<file path="src/rtl/tmr_mbox_pkg.sv">
`timescale 1ns/1ps
package tmr_mbox_pkg;

   localparam int SEL_W = 3;

   typedef enum logic [SEL_W-1:0] {
      SEL_COUNT    = 3'd0,
      SEL_COMPARE  = 3'd1,
      SEL_CYCLE    = 3'd2,
      SEL_TOHOST   = 3'd3,
      SEL_FROMHOST = 3'd4,
      SEL_IPI_SEND = 3'd5,
      SEL_IPI_LVL  = 3'd6,
      SEL_NONE     = 3'd7
   } reg_sel_e;

   typedef struct packed {
      logic set;
      logic clr;
   } pend_req_t;

endpackage

</file>
<file path="src/rtl/tmr_step_counter.sv">
`timescale 1ns/1ps
module tmr_step_counter #(
   parameter int W        = 32,
   parameter int INC_W    = 3,
   parameter bit LOADABLE = 1'b1
) (
   input  logic             clk,
   input  logic             rst_n,
   input  logic [INC_W-1:0] inc_i,
   input  logic             ld_en_i,
   input  logic [W-1:0]     ld_val_i,
   output logic [W-1:0]     cnt_o
);

   logic [W-1:0] cnt_q;
   logic [W-1:0] cnt_d;
   logic [W-1:0] step_val;

   assign step_val = cnt_q + W'(inc_i);

   generate
      if (LOADABLE) begin : g_loadable
         always_comb cnt_d = ld_en_i ? ld_val_i : step_val;

         AST_CNT_LOAD: assert property (@(posedge clk) disable iff (!rst_n)
            ld_en_i |=> (cnt_o == $past(ld_val_i)));

         AST_CNT_STEP: assert property (@(posedge clk) disable iff (!rst_n)
            !ld_en_i |=> (cnt_o == $past(cnt_o) + W'($past(inc_i))));
      end else begin : g_free
         logic unused_ld;
         assign unused_ld = ^{ld_en_i, ld_val_i};
         always_comb cnt_d = step_val;

         AST_CYC_STEP: assert property (@(posedge clk) disable iff (!rst_n)
            1'b1 |=> (cnt_o == $past(cnt_o) + W'($past(inc_i))));
      end
   endgenerate

   always_ff @(posedge clk) begin
      if (!rst_n) cnt_q <= '0;
      else        cnt_q <= cnt_d;
   end

   assign cnt_o = cnt_q;

endmodule

</file>
<file path="src/rtl/tmr_cross_detect.sv">
`timescale 1ns/1ps
module tmr_cross_detect
   import tmr_mbox_pkg::*;
#(
   parameter int W     = 32,
   parameter int INC_W = 3
) (
   input  logic             clk,
   input  logic             rst_n,
   input  logic [W-1:0]     count_i,
   input  logic [INC_W-1:0] inc_i,
   input  logic             cnt_wr_i,
   input  logic             cmp_wr_i,
   input  logic [W-1:0]     cmp_data_i,
   output logic [W-1:0]     cmp_o,
   output pend_req_t        tmr_req_o
);

   localparam int SUM_W = W + 1;

   logic [W-1:0]     cmp_q;
   logic [SUM_W-1:0] wide_sum;
   logic             below_before;
   logic             reached_after;
   logic             crossing;
   pend_req_t        req_q;

   assign wide_sum      = {1'b0, count_i} + SUM_W'(inc_i);
   assign below_before  = (count_i < cmp_q);
   assign reached_after = (wide_sum >= {1'b0, cmp_q});
   assign crossing      = below_before && reached_after && !cnt_wr_i && !cmp_wr_i;

   always_ff @(posedge clk) begin
      if (!rst_n) begin
         cmp_q <= '0;
         req_q <= '0;
      end else begin
         req_q.set <= crossing;
         req_q.clr <= cmp_wr_i;
         if (cmp_wr_i) cmp_q <= cmp_data_i;
      end
   end

   assign cmp_o     = cmp_q;
   assign tmr_req_o = req_q;

   AST_TMR_EXCL: assert property (@(posedge clk) disable iff (!rst_n)
      !(tmr_req_o.set && tmr_req_o.clr));

   AST_CMP_LOAD: assert property (@(posedge clk) disable iff (!rst_n)
      cmp_wr_i |=> (tmr_req_o.clr && cmp_o == $past(cmp_data_i)));

   AST_NO_SET_PAST: assert property (@(posedge clk) disable iff (!rst_n)
      (count_i >= cmp_o) |=> !tmr_req_o.set);

   AST_CNT_WR_QUIET: assert property (@(posedge clk) disable iff (!rst_n)
      cnt_wr_i |=> !tmr_req_o.set);

endmodule

</file>
<file path="src/rtl/tmr_host_mbox.sv">
`timescale 1ns/1ps
module tmr_host_mbox
   import tmr_mbox_pkg::*;
#(
   parameter int W = 32
) (
   input  logic          clk,
   input  logic          rst_n,
   input  logic          run_i,
   input  logic          wr_tohost_i,
   input  logic          wr_fromhost_i,
   input  logic          wr_send_i,
   input  logic          wr_lvl_i,
   input  logic [W-1:0]  wr_data_i,
   input  logic          host_drain_i,
   input  logic          ipi_deliver_i,
   output logic [W-1:0]  tohost_o,
   output logic [W-1:0]  fromhost_o,
   output pend_req_t     host_req_o,
   output pend_req_t     ipi_req_o,
   output logic          send_o,
   output logic [W-1:0]  target_o
);

   logic [W-1:0] tohost_q;
   logic [W-1:0] fromhost_q;
   logic [W-1:0] target_q;
   logic         send_q;
   logic         tohost_empty;
   logic         data_nz;
   pend_req_t    host_q;
   pend_req_t    ipi_q;

   assign tohost_empty = (tohost_q == '0);
   assign data_nz      = (wr_data_i != '0);

   always_ff @(posedge clk) begin
      if (!rst_n) begin
         tohost_q <= '0;
      end else if (host_drain_i) begin
         tohost_q <= '0;
      end else if (wr_tohost_i && tohost_empty) begin
         tohost_q <= wr_data_i;
      end
   end

   always_ff @(posedge clk) begin
      if (!rst_n) begin
         fromhost_q <= '0;
         host_q     <= '0;
      end else begin
         host_q.set <= wr_fromhost_i && data_nz;
         host_q.clr <= wr_fromhost_i && !data_nz;
         if (wr_fromhost_i) fromhost_q <= wr_data_i;
      end
   end

   always_ff @(posedge clk) begin
      if (!rst_n) begin
         ipi_q <= '0;
      end else if (wr_lvl_i) begin
         ipi_q.set <= wr_data_i[0];
         ipi_q.clr <= !wr_data_i[0];
      end else begin
         ipi_q.set <= ipi_deliver_i && run_i;
         ipi_q.clr <= 1'b0;
      end
   end

   always_ff @(posedge clk) begin
      if (!rst_n) begin
         send_q   <= 1'b0;
         target_q <= '0;
      end else begin
         send_q <= wr_send_i;
         if (wr_send_i) target_q <= wr_data_i;
      end
   end

   assign tohost_o   = tohost_q;
   assign fromhost_o = fromhost_q;
   assign host_req_o = host_q;
   assign ipi_req_o  = ipi_q;
   assign send_o     = send_q;
   assign target_o   = target_q;

   AST_TOHOST_HOLD: assert property (@(posedge clk) disable iff (!rst_n)
      (tohost_o != '0 && !host_drain_i) |=> $stable(tohost_o));

   AST_TOHOST_DRAIN: assert property (@(posedge clk) disable iff (!rst_n)
      host_drain_i |=> (tohost_o == '0));

   AST_HOST_EXCL: assert property (@(posedge clk) disable iff (!rst_n)
      !(host_req_o.set && host_req_o.clr));

   AST_IPI_EXCL: assert property (@(posedge clk) disable iff (!rst_n)
      !(ipi_req_o.set && ipi_req_o.clr));

   AST_IPI_GATED: assert property (@(posedge clk) disable iff (!rst_n)
      (!run_i && !wr_lvl_i) |=> !ipi_req_o.set);

   AST_SEND_TGT: assert property (@(posedge clk) disable iff (!rst_n)
      wr_send_i |=> (send_o && target_o == $past(wr_data_i)));

endmodule

</file>
<file path="src/rtl/tmr_mbox_top.sv">
`timescale 1ns/1ps
module tmr_mbox_top
   import tmr_mbox_pkg::*;
#(
   parameter int DATA_W   = 32,
   parameter int INC_W    = 3,
   parameter bit CYCLE_EN = 1'b1
) (
   input  logic              clk,
   input  logic              rst_n,
   input  logic              run_i,
   input  logic [INC_W-1:0]  retire_cnt_i,
   input  logic              wr_en_i,
   input  logic [2:0]        wr_sel_i,
   input  logic [DATA_W-1:0] wr_data_i,
   input  logic [2:0]        rd_sel_i,
   output logic [DATA_W-1:0] rd_data_o,
   input  logic              host_drain_i,
   input  logic              ipi_deliver_i,
   output logic              tmr_set_o,
   output logic              tmr_clr_o,
   output logic              host_set_o,
   output logic              host_clr_o,
   output logic              ipi_set_o,
   output logic              ipi_clr_o,
   output logic              ipi_send_o,
   output logic [DATA_W-1:0] ipi_target_o
);

   generate
      if (INC_W < 1 || INC_W >= DATA_W) begin : g_bad_inc
         $error("tmr_mbox_top: INC_W must lie in 1..DATA_W-1");
      end
      if (DATA_W < 2) begin : g_bad_data
         $error("tmr_mbox_top: DATA_W must be at least 2");
      end
      if (SEL_W != 3) begin : g_bad_sel
         $error("tmr_mbox_top: select width must be 3");
      end
   endgenerate

   reg_sel_e          wsel;
   reg_sel_e          rsel;
   logic              wr_count;
   logic              wr_compare;
   logic              wr_tohost;
   logic              wr_fromhost;
   logic              wr_send;
   logic              wr_lvl;
   logic [DATA_W-1:0] count_q;
   logic [DATA_W-1:0] cycle_q;
   logic [DATA_W-1:0] cmp_q;
   logic [DATA_W-1:0] tohost_q;
   logic [DATA_W-1:0] fromhost_q;
   pend_req_t         tmr_req;
   pend_req_t         host_req;
   pend_req_t         ipi_req;

   assign wsel        = reg_sel_e'(wr_sel_i);
   assign rsel        = reg_sel_e'(rd_sel_i);
   assign wr_count    = wr_en_i && (wsel == SEL_COUNT);
   assign wr_compare  = wr_en_i && (wsel == SEL_COMPARE);
   assign wr_tohost   = wr_en_i && (wsel == SEL_TOHOST);
   assign wr_fromhost = wr_en_i && (wsel == SEL_FROMHOST);
   assign wr_send     = wr_en_i && (wsel == SEL_IPI_SEND);
   assign wr_lvl      = wr_en_i && (wsel == SEL_IPI_LVL);

   tmr_step_counter #(.W(DATA_W), .INC_W(INC_W), .LOADABLE(1'b1)) u_count (
      .clk      (clk),
      .rst_n    (rst_n),
      .inc_i    (retire_cnt_i),
      .ld_en_i  (wr_count),
      .ld_val_i (wr_data_i),
      .cnt_o    (count_q)
   );

   generate
      if (CYCLE_EN) begin : g_cycle
         tmr_step_counter #(.W(DATA_W), .INC_W(INC_W), .LOADABLE(1'b0)) u_cycle (
            .clk      (clk),
            .rst_n    (rst_n),
            .inc_i    (retire_cnt_i),
            .ld_en_i  (1'b0),
            .ld_val_i ('0),
            .cnt_o    (cycle_q)
         );
      end else begin : g_no_cycle
         assign cycle_q = '0;
      end
   endgenerate

   tmr_cross_detect #(.W(DATA_W), .INC_W(INC_W)) u_cross (
      .clk        (clk),
      .rst_n      (rst_n),
      .count_i    (count_q),
      .inc_i      (retire_cnt_i),
      .cnt_wr_i   (wr_count),
      .cmp_wr_i   (wr_compare),
      .cmp_data_i (wr_data_i),
      .cmp_o      (cmp_q),
      .tmr_req_o  (tmr_req)
   );

   tmr_host_mbox #(.W(DATA_W)) u_mbox (
      .clk           (clk),
      .rst_n         (rst_n),
      .run_i         (run_i),
      .wr_tohost_i   (wr_tohost),
      .wr_fromhost_i (wr_fromhost),
      .wr_send_i     (wr_send),
      .wr_lvl_i      (wr_lvl),
      .wr_data_i     (wr_data_i),
      .host_drain_i  (host_drain_i),
      .ipi_deliver_i (ipi_deliver_i),
      .tohost_o      (tohost_q),
      .fromhost_o    (fromhost_q),
      .host_req_o    (host_req),
      .ipi_req_o     (ipi_req),
      .send_o        (ipi_send_o),
      .target_o      (ipi_target_o)
   );

   always_comb begin
      case (rsel)
         SEL_COUNT:    rd_data_o = count_q;
         SEL_COMPARE:  rd_data_o = cmp_q;
         SEL_CYCLE:    rd_data_o = cycle_q;
         SEL_TOHOST:   rd_data_o = tohost_q;
         SEL_FROMHOST: rd_data_o = fromhost_q;
         default:      rd_data_o = '0;
      endcase
   end

   assign tmr_set_o  = tmr_req.set;
   assign tmr_clr_o  = tmr_req.clr;
   assign host_set_o = host_req.set;
   assign host_clr_o = host_req.clr;
   assign ipi_set_o  = ipi_req.set;
   assign ipi_clr_o  = ipi_req.clr;

   AST_RD_SPARE_ZERO: assert property (@(posedge clk) disable iff (!rst_n)
      (rd_sel_i >= 3'd5) |-> (rd_data_o == '0));

   AST_SEND_ONE_SHOT: assert property (@(posedge clk) disable iff (!rst_n)
      !wr_send |=> !ipi_send_o);

endmodule

</file>
<file path="config.mk">
export PLATFORM = sky130hd
export DESIGN_NAME = tmr_mbox_top
export DESIGN_NICKNAME = d
export VERILOG_FILES = /design/src/rtl/tmr_mbox_pkg.sv /design/src/rtl/tmr_step_counter.sv /design/src/rtl/tmr_cross_detect.sv /design/src/rtl/tmr_host_mbox.sv /design/src/rtl/tmr_mbox_top.sv
export SDC_FILE = /design/constraint.sdc
export NUM_CORES = 1
export LEC_CHECK = 0
export BUFFER_PORTS_ARGS = -buffer_cell sky130_fd_sc_hd__buf_2
export CORE_MARGIN = 4
export CORE_UTILIZATION = 59
export CTS_CLUSTER_SIZE = 14
export DETAILED_ROUTE_END_ITERATION = 8
export PLACE_DENSITY_LB_ADDON = 0.3
export SYNTH_ARGS = -nofsm -noshare
export SYNTH_HDL_FRONTEND = slang
export SYNTH_SLANG_ARGS = --single-unit
export TNS_END_PERCENT = 50
</file>
<file path="constraint.sdc">
create_clock -name clk -period 4.04 [get_ports clk]
set_clock_uncertainty 0.05 [all_clocks]
set_input_delay 0.202 -clock clk [delete_from_list [all_inputs] [get_ports clk]]
set_output_delay 0.202 -clock clk [all_outputs]
set_load 0.01 [all_outputs]
</file>
==> results.py, run 1 <==
metrics = {
    "floorplanning": {
        "die_w_um": 142,
        "die-area_mm2": 0.0201,
        "die_y_um": 142,
        "core_mm2": 0.0174,
        "pin_count": 118,
        "initial_core_util": 0.605,
        "num_rows": 48,
    },
    "critical_path": {
        "reg2reg_to": "u_cross.tmr_req_o[1]",
        "cp_cell_sequence": "ha_1 -> fa_1 -> a21oi_1 -> nor2_1 -> and4_2 -> xor2_1 -> ha_1 -> o21ai_0 -> nor2_1 -> a2111oi_0 -> o2111ai_1 -> a211oi_1 -> a311oi_1",
        "r2r_cells": 13,
        "critPathArrivalTime_ps": 3910,
        "crit_buf_inv": 0,
        "timing.rr.start": "u_count.cnt_o[0]",
        "critical_path.top_delay_family": "compound AO/OA/AOI/OAI gates",
        "critical_path_class": "reg -> reg",
        "worstPathRequired_ps": 4290,
        "crit_fanout": 6,
        "r2r_slack_ps": 390,
        "crit_path_start_kind": "flop",
        "crit_slowest_cell": "a2111oi_0",
        "endpoint_kind": "flop",
        "cpPeakStageDelay_ps": 520,
    },
    "detailed_routing": {
        "drt-wirelength-per-cell_um": 20.5,
        "first_pass_iters": 6,
        "drt_iter0_markers": 1153,
        "ant_nets": 0,
        "vias": 10187,
        "drc": 0,
        "vias_per_cell": 6.30,
        "routed_wl_um": 33200,
    },
    "pwr": {
        "power_density_mw_per_mm2": 375,
        "p_switching_uw": 1290,
        "power.share.sequential": 0.460,
        "finalPower_uw": 4480,
        "internal-power_uw": 3190,
        "p_clk_frac": 0.405,
        "swShare": 0.288,
        "vdd_ir_drop_max_v": 0.000279,
        "pwr-share-comb": 0.135,
        "p_leak_uw": 0.00483,
    },
    "hold_path": {
        "hold_depth": 3,
        "min_path_type": "in -> reg",
        "hold_start": "wr_data_i[18]",
        "hold_path_end": "u_mbox.target_o[18]",
    },
    "clock_tree": {
        "cts_sinks": 199,
        "postCtsSetupBuffers": 0,
        "cts_resized": 0,
        "clk_latency_ps": 440,
        "clkTransAtPathRegs_ps": 80,
        "cts_tree": "done",
        "cts.htree.levels": 4,
        "root_buffer": "clkbuf_16",
        "clockBufferDepth": 2,
        "cts_buffers": 17,
    },
    "logic_synthesis": {
        "postSynthCellCount": 1300,
        "ys_top_cells_by_area": "dfxtp_1, nand2_1, ha_1",
        "synth-edff-count": 0,
        "syn_nets": 1418,
        "synthFlopType": "dfxtp_1",
        "yosysTopAreaCellShare": 0.378,
        "yosysTopAreaCell": "dfxtp_1",
        "synth-async-reset-ratio": 0,
        "yosysSeqAreaShare": 0.378,
        "ys_ff_latch": 199,
        "yosys_warnings": 0,
        "netlist_area_mm2": 0.0105,
        "ys_types": 61,
        "syn_area_per_cell_um2": 8.11,
    },
    "layout": {
        "area_growth_pct": 13.3,
        "mostFrequentLayoutCells": "nand2_1, dfxtp_1, a21oi_1",
        "final_cells": 1618,
        "diodes": 0,
        "layout-drive-gt1-share": 0.167,
        "mostFrequentLayoutCell": "nand2_1",
        "fin_nets": 1498,
    },
    "outcome": {
        "status": "completed",
    },
    "global_routing": {
        "grt_pass1_wl_um": 52900,
        "grt_max_degree": 80,
        "track_usage": 0.331,
        "grt_pass1_vias": 9833,
        "antenna_found_initial": 2,
        "overflow": 0,
    },
    "sta": {
        "rsz0062_at_grt": "no",
        "min_period_over_period": 0.904,
        "min_period_ps": 3650,
        "layout_setup_ws_ps": 387,
        "hold-worst-slack_ps": 3.38,
        "setup_tns_ps": 0,
        "setup_viol": 0,
        "maxSlewViolCount": 0,
        "worstMarginPinSlew_ps": 965,
        "finalHoldViolations": 0,
        "fmax_mhz": 274,
        "slew_headroom": 0.357,
    },
    "placed_design": {
        "gp_congestion": 0.982,
        "place_inst": 1583,
        "dp_hpwl_um": 23900,
        "io_buffers": 117,
        "dp_slack_ps": 447,
    },
    "job": {
        "maxCapViolCount": 0,
    },
}
worst max-delay path by stage:
stage	start	endpoint	slack, ps	depth (start not counted)
global placement	retire_cnt_i[0]	u_cross.tmr_req_o[1]	600	14
floorplan	u_count.cnt_o[1]	u_cross.tmr_req_o[1]	940	14
global route	u_count.cnt_o[0]	u_cross.tmr_req_o[1]	60	13
finish	u_count.cnt_o[0]	u_cross.tmr_req_o[1]	390	13
CTS	u_count.cnt_o[0]	u_cross.tmr_req_o[1]	460	13
detailed placement	retire_cnt_i[0]	u_cross.tmr_req_o[1]	450	14
state kept, by name (all words and copies together), names as in the netlist:
register	cells
g_cycle.u_cycle.cnt_o	32
u_count.cnt_o	32
u_cross.cmp_o	32
u_mbox.fromhost_o	32
u_mbox.target_o	32
u_mbox.tohost_o	32
u_cross.tmr_req_o	2
u_mbox.host_req_o	2
u_mbox.ipi_req_o	2
u_mbox.send_o	1
power groups by stage:
stage,clock network (µW),registers (µW),logic (µW)
final,1810,2060,604
after global routing,1920,2070,658
after CTS,1820,2060,589
after detailed placement,0,2110,580
after global placement,0,2100,566
after floorplan,0,2100,374
through the flow:
step                 util  cell area, µm²
finish              0.686           11900
global route        0.686           11900
CTS                 0.686           11900
detailed placement  0.648           11300
global placement    0.648           11300
floorplan               -           10500
Yosys cell counts (2+ instances only):
master / number
a2111oi_0: 2
a211oi_1: 4
a21o_1: 11
a21oi_1: 152
a221o_1: 2
a22oi_1: 62
a31oi_1: 2
and2_0: 2
and2_1: 6
and3_1: 9
and3_2: 2
and4_1: 9
and4_2: 2
buf_1: 2
buf_6: 2
clkbuf_1: 73
dfxtp_1: 199
fa_1: 2
ha_1: 69
inv_1: 40
mux2_2: 30
nand2_1: 234
nand2b_1: 15
nand3_1: 16
nand3_2: 4
nand4_1: 25
nand4_4: 2
nor2_1: 113
nor2b_1: 7
nor3_1: 26
nor4_1: 17
o211a_1: 9
o21ai_0: 30
o21ba_1: 3
o21ba_2: 2
o22ai_1: 31
or2_2: 3
or3_1: 5
xnor2_1: 29
xnor2_2: 4
xor2_1: 23
area by class of cell:
class                      instances  area, µm²
clock buffer                      18        429
clock inverter                    14        198
fill                            1404       5470
inverter                          41        156
multi-input combinational        982       6120
sequential                       199       3980
tap                              225        282
timing repair buffer             139        771
worst reg2reg max path: stages (launching register included):
cell,delay (ps)
dfxtp_1,330
ha_1,220
fa_1,410
a21oi_1,400
nor2_1,220
and4_2,290
xor2_1,150
ha_1,300
o21ai_0,90
nor2_1,60
a2111oi_0,520
o2111ai_1,160
a211oi_1,240
a311oi_1,80
metal layers:
layer / share of wire / global-route usage / wire, µm
met5: 0.00084 / 0 / 28
met4: 0.027 / 0.108 / 880
met3: 0.11 / 0.0671 / 3510
met2: 0.46 / 0.526 / 15200
met1: 0.41 / 0.453 / 13600
repair_timing:
action | CTS | global route
endpoints found under the setup margin | 0 | 0
hold buffers | 3 | 0
hold endpoints to repair | 3 | 0
logic make-up (layout without fill, tap and decap cells):
kind of cell,after synthesis,in the layout,synth area share
adders and majority gates,71,71,0.0857
DFF,199,199,0.378
AOI/OAI and AO/OA,319,319,0.185
and+or+nand+nor,505,505,0.224
buffers and inverters,119,212,0.0439
xor gates and xnor gates,56,56,0.0494
muxes,31,31,0.0342
No activity file was read; power rests on OpenSTA's default activity.
==> run 2: changes to the inputs <==
--- a/config.mk
+++ b/config.mk
@@ -5,12 +5,14 @@
 export SDC_FILE = /design/constraint.sdc
 export NUM_CORES = 1
 export LEC_CHECK = 0
+export ABC_AREA = 0
 export BUFFER_PORTS_ARGS = -buffer_cell sky130_fd_sc_hd__buf_2
 export CORE_MARGIN = 4
 export CORE_UTILIZATION = 59
 export CTS_CLUSTER_SIZE = 14
 export DETAILED_ROUTE_END_ITERATION = 8
 export PLACE_DENSITY_LB_ADDON = 0.3
+export RECOVER_POWER = 100
 export SYNTH_ARGS = -nofsm -noshare
 export SYNTH_HDL_FRONTEND = slang
 export SYNTH_SLANG_ARGS = --single-unit
==> results.py, run 2 (synthesis gave the netlist of run 1 again) <==
metrics = {
    "detailed_routing": {
        "drt_iter0_markers": 1114,
        "drc": 0,
        "vias_per_cell": 6.34,
        "routed_wl_um": 33200,
        "drt-wirelength-per-cell_um": 20.5,
        "first_pass_iters": 7,
        "vias": 10252,
        "ant_nets": 0,
    },
    "placed_design": {
        "io_buffers": 117,
        "gp_congestion": 0.982,
        "dp_hpwl_um": 23900,
    },
    "pwr": {
        "pwr-share-comb": 0.133,
        "p_leak_uw": 0.00450,
        "swShare": 0.287,
        "finalPower_uw": 4470,
        "p_switching_uw": 1290,
        "p_clk_frac": 0.405,
        "power_density_mw_per_mm2": 379,
        "internal-power_uw": 3190,
        "vdd_ir_drop_max_v": 0.000282,
        "power.share.sequential": 0.461,
    },
    "global_routing": {
        "track_usage": 0.331,
        "overflow": 0,
        "grt_pass1_wl_um": 52900,
        "antenna_found_initial": 2,
        "grt_pass1_vias": 9833,
        "grt_max_degree": 80,
    },
    "critical_path": {
        "crit_path_start_kind": "input pin",
        "reg2reg_to": "u_cross.tmr_req_o[1]",
        "endpoint_kind": "output pin",
        "r2r_cells": 13,
        "worstPathRequired_ps": 3790,
        "crit_fanout": 38,
        "timing.rr.start": "u_count.cnt_o[0]",
        "r2r_slack_ps": 410,
        "critPathArrivalTime_ps": 3600,
        "critPathCapture": "rd_data_o[1]",
        "critical_path_class": "in -> out",
        "setup.worst_path.start": "rd_sel_i[1]",
    },
    "clock_tree": {
        "clockBufferDepth": 2,
        "cts_resized": 0,
        "postCtsSetupBuffers": 0,
        "cts_buffers": 17,
        "cts.htree.levels": 4,
        "root_buffer": "clkbuf_16",
        "cts_sinks": 199,
        "clkTransAtPathRegs_ps": 80,
        "cts_hold_buffers": 3,
        "cts_tree": "done",
        "clk_latency_ps": 440,
    },
    "sta": {
        "worstMarginPinSlew_ps": 2270,
        "setup_viol": 0,
        "setup_tns_ps": 0,
        "maxSlewViolCount": 105,
        "slew_headroom": -0.519,
        "min_period_ps": 3850,
        "fmax_mhz": 259,
        "finalHoldViolations": 0,
        "min_period_over_period": 0.954,
        "hold-worst-slack_ps": 1.14,
        "rsz0062_at_grt": "no",
    },
    "floorplanning": {
        "die_y_um": 142,
        "die-area_mm2": 0.0201,
        "pin_count": 118,
        "core_mm2": 0.0174,
        "die_w_um": 142,
        "initial_core_util": 0.605,
        "num_rows": 48,
    },
    "outcome": {
        "violations": "max-capacitance violations, max-slew violations",
        "status": "finished, violations left",
    },
    "layout": {
        "diodes": 0,
        "final_util": 0.677,
        "seqCellArea_mm2": 0.00398,
        "mostFrequentLayoutCell": "nand2_1",
        "mostFrequentLayoutCells": "nand2_1, dfxtp_1, a21oi_1",
        "multiInputGateArea_mm2": 0.00609,
        "nFillCells": 1459,
        "area_growth_pct": 11.9,
        "layout-drive-gt1-share": 0.111,
        "fin_nets": 1498,
    },
    "hold_path": {
        "min_path_type": "in -> reg",
        "hold_start": "wr_data_i[18]",
    },
    "job": {
        "maxCapViolCount": 2,
    },
}
-- run 2: critical path, stage by stage --
cell,delay (ps)
clkbuf_1,1360
clkbuf_1,1150
a22oi_1,370
o22ai_1,290
clkbuf_1,210
-- run 2: worst min path at each step --
stage / to / slack [ps] / cells after the start
3_3_place_gp: u_mbox.target_o[17] / 390 / 2
4_1_cts: u_mbox.target_o[18] / 3 / 3
5_1_grt: u_mbox.fromhost_o[14] / 9 / 3
3_5_place_dp: u_mbox.target_o[18] / 390 / 2
6_report: u_mbox.target_o[18] / 1 / 3
2_1_floorplan: u_mbox.fromhost_o[10] / 290 / 2
-- run 2: per-stage QoR --
stage                     cell area (µm²)  setup slack, ps  std cells
after floorplan                     10500              940       1300
after global placement              11300              600       1583
after detailed placement            11300              447       1583
after CTS                           11900              463       1618
after global routing                11800             62.5       1618
final                               11800              186       1618
-- run 2: power groups by stage --
stage / Clock [µW] / Sequential (µW) / Combinational (µW)
final: 1810 / 2060 / 596
after global routing: 1920 / 2070 / 651
after CTS: 1820 / 2060 / 589
after detailed placement: 0 / 2110 / 580
after global placement: 0 / 2100 / 566
after floorplan: 0 / 2100 / 374
-- run 2: cell type report --
class	count	area share
clock buffers	18	0.0364
flip-flops and latches	199	0.338
multi-input cells	982	0.516
inverters	41	0.0132
clock inverters	14	0.0168
repair buffers	139	0.0561
well taps	225	0.0239
-- run 2: layer usage --
metal / GRT usage / wire length [µm]
met5: 0 / 27
met4: 0.108 / 908
met3: 0.0671 / 3510
met2: 0.526 / 15200
met1: 0.453 / 13500
==> run 3: changes to the inputs <==
--- a/config.mk
+++ b/config.mk
@@ -8,11 +8,13 @@
 export ABC_AREA = 0
 export BUFFER_PORTS_ARGS = -buffer_cell sky130_fd_sc_hd__buf_2
 export CORE_MARGIN = 4
-export CORE_UTILIZATION = 59
+export CORE_UTILIZATION = 35
 export CTS_CLUSTER_SIZE = 14
 export DETAILED_ROUTE_END_ITERATION = 8
+export GPL_TIMING_DRIVEN = 0
 export PLACE_DENSITY_LB_ADDON = 0.3
 export RECOVER_POWER = 100
+export SLEW_MARGIN = 20
 export SYNTH_ARGS = -nofsm -noshare
 export SYNTH_HDL_FRONTEND = slang
 export SYNTH_SLANG_ARGS = --single-unit
==> results.py, run 3 (synthesis gave the netlist of run 1 again) <==
metrics = {
    "sta": {
        "hold-worst-slack_ps": 11.4,
        "min_period_ps": 3910,
        "rsz0062_at_grt": "no",
        "slew_headroom": 0.263,
        "worstMarginPinSlew_ps": 1100,
        "min_period_over_period": 0.967,
        "setup_viol": 0,
        "setup_tns_ps": 0,
        "fmax_mhz": 256,
        "maxSlewViolCount": 0,
        "finalHoldViolations": 0,
    },
    "critical_path": {
        "crit_buf_inv": 1,
        "crit_slowest_cell": "a2111oi_1",
        "worstPathRequired_ps": 4300,
        "cp_cell_sequence": "ha_1 -> a21o_2 -> a21oi_2 -> or2_2 -> clkbuf_1 -> nor2_1 -> xor2_1 -> ha_1 -> o21ai_0 -> nor2_1 -> a2111oi_1 -> o2111ai_1 -> a211oi_1 -> a311oi_1",
        "endpoint_kind": "flop",
        "crit_path_start_kind": "flop",
        "critical_path_class": "reg -> reg",
        "crit_fanout": 5,
        "cpPeakStageDelay_ps": 540,
        "critPathArrivalTime_ps": 4160,
        "critical_path.top_delay_family": "compound AO/OA/AOI/OAI gates",
    },
    "detailed_routing": {
        "vias_per_cell": 5.47,
        "vias": 10063,
        "ant_nets": 0,
        "drc": 0,
        "drt_iter0_markers": 1049,
        "routed_wl_um": 37900,
        "drt-wirelength-per-cell_um": 20.6,
        "first_pass_iters": 6,
    },
    "placed_design": {
        "place_inst": 1802,
        "gp_congestion": 0.985,
        "dp_hpwl_um": 30700,
        "io_buffers": 112,
    },
    "layout": {
        "area_growth_pct": 15.7,
        "mostFrequentLayoutCell": "nand2_1",
        "diodes": 0,
        "fin_nets": 1555,
        "final_util": 0.412,
        "final_cells": 1840,
        "mostFrequentLayoutCells": "nand2_1, dfxtp_1, a21oi_1",
        "layout-drive-gt1-share": 0.0910,
    },
    "clock_tree": {
        "cts.htree.levels": 4,
        "cts_buffers": 17,
        "postCtsSetupBuffers": 0,
        "root_buffer": "clkbuf_16",
        "clockBufferDepth": 2,
        "cts_sinks": 199,
        "clk_latency_ps": 460,
        "cts_tree": "done",
        "clkTransAtPathRegs_ps": 90,
    },
    "floorplanning": {
        "die_w_um": 182,
        "initial_core_util": 0.356,
        "num_rows": 63,
        "die-area_mm2": 0.0330,
        "pin_count": 118,
        "core_mm2": 0.0296,
        "die_y_um": 182,
    },
    "pwr": {
        "vdd_ir_drop_max_v": 0.000290,
        "swShare": 0.315,
        "internal-power_uw": 3100,
        "power_density_mw_per_mm2": 371,
        "pwr-share-comb": 0.138,
        "p_switching_uw": 1420,
        "p_clk_frac": 0.404,
        "p_leak_uw": 0.00451,
        "power.share.sequential": 0.458,
    },
    "global_routing": {
        "track_usage": 0.225,
        "grt_pass1_wl_um": 57500,
        "antenna_found_initial": 1,
        "grt_max_degree": 24,
        "overflow": 0,
        "grt_pass1_vias": 9716,
    },
    "outcome": {
        "status": "completed",
    },
    "hold_path": {
        "min_path_type": "in -> reg",
    },
    "job": {
        "maxCapViolCount": 0,
    },
}
==> run 3: layout make-up <==
type                       count  area (µm²)
clock buffer                  17         425
tap                          390         488
multi-input combinational    982        6100
clock inverter                15         210
fill                        3129       17400
sequential                   199        3980
inverter                      41         154
buffer                        78         308
timing repair buffer         118         529
==> run 3: tightest hold or removal path: cells and delay by family <==
family | cells | cell delay, ps
AND/OR/NAND/NOR | 1 | 70
AO/OA/AOI/OAI | 1 | 50
buffers and inverters | 1 | 150
==> run 3: worst paths after layout <==
check                     start              endpoint  slack [ps]  depth (start not counted)
max            u_count.cnt_o[1]  u_cross.tmr_req_o[1]         130                         14
min               wr_data_i[25]   u_mbox.target_o[25]          10                          3
max reg2reg    u_count.cnt_o[1]  u_cross.tmr_req_o[1]         130                         14
min reg2reg  u_mbox.target_o[2]    u_mbox.target_o[2]         410                          2
==> run 3: power groups by stage <==
stage / clock network [µW] / logic, µW / registers [µW]
after CTS: 1850 / 616 / 2070
after detailed placement: 0 / 604 / 2120
after floorplan: 0 / 374 / 2100
final: 1830 / 624 / 2070
after global placement: 0 / 593 / 2110
after global routing: 1920 / 686 / 2080
==> run 3: timing repair <==
action	in CTS	in global routing
gates cloned	0	0
endpoints found under the hold margin	7	0
setup endpoints to repair	1	1
hold buffers	6	0
gates resized for setup	3	4
==> run 3: layer usage <==
metal	track usage	vias to the layer above	part of all wire
met5	0	-	0.00032
met4	0.0609	2	0.024
met3	0.0521	52	0.086
met2	0.354	416	0.44
met1	0.310	4741	0.44
li1	-	4852	-
==> run 3: through the flow <==
step | total power, µW | setup WS (ps) | cell area [µm²]
after global routing | 4690 | 18.9 | 12200
after CTS | 4530 | 8.22 | 12300
after global placement | 2710 | 23.0 | 11600
after detailed placement | 2720 | -89.1 | 11600
after floorplan | 2470 | 940 | 10500
final | 4530 | 133 | 12200
